===== src/rtl/guard_pkg.sv =====
package guard_pkg;
  localparam int NumPeriph = 3;
  localparam int NumSlaves = 3 + NumPeriph;
  localparam int SelW      = $clog2(NumSlaves);
  localparam int RegW      = 16;
  localparam int AcrW      = 4;
  localparam int MainIdx   = 0;
  localparam logic [7:0] KeyVal  = 8'hA5;
  localparam logic [7:0] CtlOff  = 8'h00;
  localparam logic [AcrW-1:0] MainMask = 4'hC;

  // byte offset of the per-slot register for slot idx
  function automatic logic [7:0] acrOffset(input int idx);
    if (idx < 3) return 8'h10 + 8'(4 * idx);
    else         return 8'h20 + 8'(4 * (idx - 3));
  endfunction

  // implemented bits of a slot register
  function automatic logic [AcrW-1:0] acrMask(input int idx);
    return (idx == MainIdx) ? MainMask : {AcrW{1'b1}};
  endfunction

  typedef struct packed {
    logic                 ctlRd;
    logic                 ctlWr;
    logic [NumSlaves-1:0] acrRd;
    logic [NumSlaves-1:0] acrWr;
  } cfgStrobe_t;
endpackage


===== src/rtl/guard_ctrl.sv =====
module guard_ctrl
  import guard_pkg::*;
#(
  parameter int ADDR_W = 8
) (
  input  logic              clk,
  input  logic              rstN,
  input  logic              cfgWrEn,
  input  logic [ADDR_W-1:0] cfgAddr,
  input  logic [7:0]        cfgKey,
  input  logic              lockQ,
  input  logic              respSelQ,
  input  logic              accDenied,
  output cfgStrobe_t        strb,
  output logic              nmiPulse,
  output logic              rstReqPulse
);
  logic ctlHit;

  always_comb begin
    strb   = '0;
    ctlHit = (cfgAddr == ADDR_W'(CtlOff));
    strb.ctlRd = ctlHit;
    strb.ctlWr = cfgWrEn && ctlHit && (cfgKey == KeyVal);
    for (int i = 0; i < NumSlaves; i++) begin
      strb.acrRd[i] = (cfgAddr == ADDR_W'(acrOffset(i)));
      strb.acrWr[i] = cfgWrEn && strb.acrRd[i] && !lockQ;
    end
  end

  always_ff @(posedge clk or negedge rstN) begin
    if (!rstN) begin
      nmiPulse    <= 1'b0;
      rstReqPulse <= 1'b0;
    end else begin
      nmiPulse    <= accDenied && !respSelQ;
      rstReqPulse <= accDenied &&  respSelQ;
    end
  end

  // a wrong key leaves the control bits untouched
  assert_key_gate_R2: assert property (@(posedge clk) disable iff (!rstN)
    (cfgWrEn && ctlHit && cfgKey != KeyVal) |=> $stable({lockQ, respSelQ}));

  assert_resp_exclusive_R9: assert property (@(posedge clk) disable iff (!rstN)
    !(nmiPulse && rstReqPulse));

  assert_resp_after_denial_R9: assert property (@(posedge clk) disable iff (!rstN)
    accDenied |=> (nmiPulse || rstReqPulse));
endmodule


===== src/rtl/guard_dp.sv =====
module guard_dp
  import guard_pkg::*;
#(
  parameter int DATA_W = 32
) (
  input  logic              clk,
  input  logic              rstN,
  input  cfgStrobe_t        strb,
  input  logic [RegW-1:0]   cfgWrData,
  output logic [RegW-1:0]   cfgRdData,
  output logic              lockQ,
  output logic              respSelQ,
  input  logic              accValid,
  input  logic              accGroupA,
  input  logic              accWrite,
  input  logic [SelW-1:0]   accSlave,
  input  logic [DATA_W-1:0] slvRdData,
  output logic [DATA_W-1:0] mstRdData,
  output logic              accGrant,
  output logic              accDenied
);
  logic [NumSlaves-1:0][AcrW-1:0] acrQ;
  logic [1:0] bitSel;
  logic       protBit;

  always_ff @(posedge clk or negedge rstN) begin
    if (!rstN) begin
      lockQ    <= 1'b0;
      respSelQ <= 1'b0;
    end else if (strb.ctlWr) begin
      lockQ    <= cfgWrData[1];
      respSelQ <= cfgWrData[0];
    end
  end

  always_ff @(posedge clk or negedge rstN) begin
    if (!rstN) begin
      acrQ <= '0;
    end else begin
      for (int i = 0; i < NumSlaves; i++)
        if (strb.acrWr[i]) acrQ[i] <= cfgWrData[AcrW-1:0] & acrMask(i);
    end
  end

  always_comb begin
    cfgRdData = '0;
    if (strb.ctlRd) cfgRdData = {{(RegW-2){1'b0}}, lockQ, respSelQ};
    for (int i = 0; i < NumSlaves; i++)
      if (strb.acrRd[i]) cfgRdData = {{(RegW-AcrW){1'b0}}, acrQ[i]};
  end

  // bit index: {class, direction}
  always_comb begin
    bitSel  = {accGroupA, accWrite};
    protBit = 1'b0;
    for (int i = 0; i < NumSlaves; i++)
      if (accSlave == SelW'(i)) protBit = acrQ[i][bitSel];
  end

  assign accDenied = accValid && protBit;
  assign accGrant  = accValid && !protBit;
  assign mstRdData = protBit ? '0 : slvRdData;

  assert_lock_freeze_R4: assert property (@(posedge clk) disable iff (!rstN)
    lockQ |=> $stable(acrQ));

  assert_main_low_zero_R5: assert property (@(posedge clk) disable iff (!rstN)
    acrQ[MainIdx][1:0] == 2'b00);
endmodule


===== src/rtl/slave_access_guard.sv =====
module slave_access_guard
  import guard_pkg::*;
#(
  parameter int DATA_W = 32,
  parameter int ADDR_W = 8
) (
  input  logic              clk,
  input  logic              rstN,
  input  logic              cfgWrEn,
  input  logic [ADDR_W-1:0] cfgAddr,
  input  logic [RegW-1:0]   cfgWrData,
  output logic [RegW-1:0]   cfgRdData,
  input  logic              accValid,
  input  logic              accGroupA,
  input  logic              accWrite,
  input  logic [SelW-1:0]   accSlave,
  input  logic [DATA_W-1:0] slvRdData,
  output logic [DATA_W-1:0] mstRdData,
  output logic              accGrant,
  output logic              nmiPulse,
  output logic              rstReqPulse
);
  cfgStrobe_t strb;
  logic lockQ, respSelQ, accDenied;

  guard_ctrl #(.ADDR_W(ADDR_W)) u_ctrl (
    .clk(clk), .rstN(rstN), .cfgWrEn(cfgWrEn), .cfgAddr(cfgAddr),
    .cfgKey(cfgWrData[15:8]), .lockQ(lockQ), .respSelQ(respSelQ),
    .accDenied(accDenied), .strb(strb), .nmiPulse(nmiPulse),
    .rstReqPulse(rstReqPulse)
  );

  guard_dp #(.DATA_W(DATA_W)) u_dp (
    .clk(clk), .rstN(rstN), .strb(strb), .cfgWrData(cfgWrData),
    .cfgRdData(cfgRdData), .lockQ(lockQ), .respSelQ(respSelQ),
    .accValid(accValid), .accGroupA(accGroupA), .accWrite(accWrite),
    .accSlave(accSlave), .slvRdData(slvRdData), .mstRdData(mstRdData),
    .accGrant(accGrant), .accDenied(accDenied)
  );
endmodule


===== config.mk =====
export PLATFORM = sky130hd
export DESIGN_NAME = slave_access_guard
export DESIGN_NICKNAME = d
export VERILOG_FILES = /design/src/rtl/guard_pkg.sv /design/src/rtl/guard_ctrl.sv /design/src/rtl/guard_dp.sv /design/src/rtl/slave_access_guard.sv
export SDC_FILE = /design/constraint.sdc
export NUM_CORES = 1
export LEC_CHECK = 0
export CAP_MARGIN = 20
export CORE_UTILIZATION = 50
export CTS_CLUSTER_DIAMETER = 30
export DETAILED_ROUTE_END_ITERATION = 8
export DONT_BUFFER_PORTS = 1
export GPL_TIMING_DRIVEN = 0
export PLACE_DENSITY = 0.68
export SLEW_MARGIN = 20
export SYNTH_ARGS = -nofsm -noshare
export SYNTH_HDL_FRONTEND = slang
export SYNTH_SLANG_ARGS = --single-unit

===== constraint.sdc =====
create_clock -name clk -period 2.1 [get_ports clk]
set_input_delay 0.42 -clock clk [delete_from_list [all_inputs] [get_ports clk]]
set_output_delay 0.42 -clock clk [all_outputs]
set_load 0.1 [all_outputs]

==> results by group <==
Timing
  – Setup ws final: -0.4316 ns
  – Slew margin rel.: 0.4174
  – Clk_skew: 0.004917 ns
  – Final period util: 1.206
  – RSZ-0062 raised after global routing: yes
  – Hold Vio Cnt, Final: 0
  – Sum of negative setup slack: -14.25 ns
  – Tightest hold margin: around 0.26 ns
  – Max-slew violations: 0
  – Fin crit period: around 2.5 ns
  – Worst slew pin tran: just under 0.9 ns
  – Fmax achieved: between 300 and 400 MHz
  – Count of final setup violators: 37

Clocking
  – Clk_lat worst skew: approximately 0.28 ns
  – Root Buffer: clkbuf_8
  – Clk slew on worst S/H paths: 0.10 ns
  – CTS Buf Count: 3
  – CTS tree: built
  – Depth of the CTS H-tree: 1
  – Max clock buf depth: 2
  – Sink Count: 26

Route
  – M1 WL: between 2 and 2.5 mm
  – Wire length on met3: roughly 480 µm
  – DR DRC count: 0
  – DR vias: 1842
  – Initial drt markers: 60
  – DR pass1 iterations: 4
  – Vias per inst: 6.509
  – DR WL met2: roughly 3.3 mm
  – Drt total wl: ~6.2 mm
  – WL/cell: between 20 and 25 µm
  – Top layer reached by signal wires: met4
  – Antenna viol nets, final: 0

Floorplan
  – Core box area: between 3000 and 4000 µm²
  – Site Rows: 22
  – Initial Util: 0.5385
  – IO Count: about 120
  – Die area: 4320 µm²
  – Chip height: 65.73 µm
  – Die span in x: ~66 µm

Synth
  – Yosys top cell by area: dfrtp_1
  – Synth cell types: 43
  – Share of the yosys chip area belonging to registers: 0.3204
  – Largest family of logic cells by synthesized area: simple AND/OR/NAND/NOR gates
  – Post-Synth XOR/XNOR Area: 0
  – Compound-Gate Fraction of Synth Area: 0.09550
  – Yosys reg bits: 26
  – Number of synthesis warnings: 0
  – Cells after synthesis: 203
  – Top post-synthesis cells by area: dfrtp_1, and4_1, mux2_2, mux2i_1, buf_4
  – Synth Area per Inst: approximately 10 µm²
  – Cell Area, Synth: between 2000 and 2500 µm²
  – Post-Synth Simple-Gate Area: 0.2939
  – Multiplexer share of the synthesized area: 0.2046
  – Share of the synthesized area in the top cell type: 0.3204
  – Adder-cell area share of the yosys netlist: 0

Final layout
  – Final core utilization: 0.7213
  – Layout area overhead: 33.95%
  – Layout cell share with drive strength beyond 1: 0.5489
  – N_diodes: 0
  – Nets: around 300

Placed design
  – Routability-driven placement congestion ratio: approximately 0.94
  – IO buf count: 0
  – Pre-CTS setup slack: -0.5924 ns
  – Final HPWL DP: about 4.5 mm

Global route
  – Gr ovfl total: 0
  – All-Layer GR Usage: 0.2807
  – Largest net degree at the start of global routing: 27
  – Number of global-route vias before repair: 1798
  – Initial antenna violation count: 0
  – First-pass GRT wire length: between 8 and 9 mm

Setup path
  – Crit-path max FO: 3
  – CP Class: in -> out
  – Crit. End Element: output port
  – Worst Setup SP: cfgAddr[5]
  – Worst EP arrival: 2.11 ns
  – Required @ worst endpoint: about 1.7 ns
  – Crit path to: cfgRdData[1]
  – Reg2reg end: u_ctrl.nmiPulse
  – Flop2flop setup slack: about 0.24 ns
  – R2R cell count: 6
  – Startpoint types: primary input
  – Reg2reg start: u_dp.acrQ[22]

Power
  – Worst vdd ir: 0.3114 mV
  – Pwr Density: around 650 nW/µm²
  – Total leakage power: 1.245 nW

Outcome
  – Status: finished, violations left
  – Failing checks: setup timing

Worst hold path
  – Worst Hold Class: in -> reg

Flow run
  – Max-cap violations: 0
[critical path: stages]
cell,delay [ns]
or4b_4,0.52
or3_4,0.36
a2bb2oi_2,0.18
o22ai_4,0.61
[worst min-delay path by stage]
stage,depth (start not counted),end,start
global placement,0,u_ctrl.rstReqPulse,rstN
finish,2,u_ctrl.nmiPulse,accValid
floorplan,0,u_ctrl.nmiPulse,rstN
global route,2,u_ctrl.nmiPulse,accValid
CTS,2,u_ctrl.nmiPulse,accValid
detailed placement,0,u_ctrl.nmiPulse,rstN
[metrics by stage]
stage,instance area (µm²),total power [mW],instances
finish,2720,1.761,283
floorplan,2303,1.249,214
global placement,2364,1.279,262
detailed placement,2364,1.284,262
global route,2720,1.804,283
CTS,2594,1.743,275
[registers in the layout, indices dropped and copies added (netlist names)]
name	flops
u_ctrl.rstReqPulse	1
u_dp.lockQ	1
u_dp.acrQ	22
u_dp.respSelQ	1
u_ctrl.nmiPulse	1
[where the power goes]
part	total, mW	switching (mW)	leakage, nW	internal, mW
Clock	0.435	0.180	0.0357	0.256
Combinational	0.781	0.598	0.850	0.183
Sequential	0.545	0.0235	0.359	0.521
[cells in the mapped netlist]
library cell / number
inv_1: 2
o2bb2ai_1: 3
nor4_2: 1
nand3_1: 2
nor3_4: 1
o22ai_1: 4
and3_1: 2
or4b_1: 2
nand4b_1: 1
a22o_1: 2
nor4b_1: 1
dfrtp_1: 26
nor2_1: 8
o21ai_0: 4
a21oi_2: 1
nand3b_2: 1
nor4_1: 1
nor4b_2: 1
buf_4: 12
conb_1: 1
nand2b_1: 6
mux2_2: 26
a21oi_1: 5
nand2_1: 7
or2_4: 1
nor3_1: 4
nor4bb_1: 1
a221oi_1: 1
mux4_2: 1
clkbuf_1: 11
and4_1: 34
or3_1: 2
a311oi_1: 1
clkbuf_2: 2
nor2b_1: 4
a211oi_1: 1
a2bb2oi_1: 4
mux2i_1: 10
o21ai_1: 1
nor3b_1: 1
buf_6: 1
a31oi_1: 1
buf_2: 2
[area by class of cell]
cell class                      instances  area, µm²
Sequential cell                        26      650.6
Multi-Input combinational cell        158       1481
Fill cell                             266       1051
Timing Repair Buffer                   18      216.5
Tap cell                               48      60.06
Clock inverter                          1      30.03
Inverter                                2      7.507
Clock buffer                            3      41.29
Buffer                                 27      232.7
[cell families (layout without fill, tap and decap cells)]
kind of cell	after synthesis	in the layout
buffers and inverters	30	51
multiplexers	37	37
flip-flops	26	26
other	1	12
AND/OR/NAND/NOR	81	81
AO/OA/AOI/OAI	28	28
[placed cells by master (no fill, tap or decap), types with 5 or more instances in the layout]
cell | synthesis | routed
buf_8 | 0 | 5
nand2b_1 | 6 | 6
conb_1 | 1 | 12
mux2_2 | 26 | 25
mux2i_1 | 10 | 10
nand2_1 | 7 | 7
and4_4 | 0 | 33
a21oi_1 | 5 | 5
clkbuf_8 | 0 | 5
dfrtp_1 | 26 | 26
nor2_1 | 8 | 8
buf_4 | 12 | 22
[repair_timing]
| item | CTS | global route |
|---|---|---|
| setup endpoints to repair | 37 | 37 |
| hold endpoints to repair | 26 | 0 |
| pin swaps | 12 | 17 |
| gates cloned | 1 | 2 |
| setup buffers | 7 | 6 |
| hold buffers | 2 | 0 |
| gates resized for setup | 15 | 11 |
[metal layers]
layer	track usage	up-vias
met3	0.06424	9
met1	0.3214	905
met4	0.1060	0
li1	-	830
met2	0.5000	98
met5	0	-
Power figures use the tool's default switching activity.
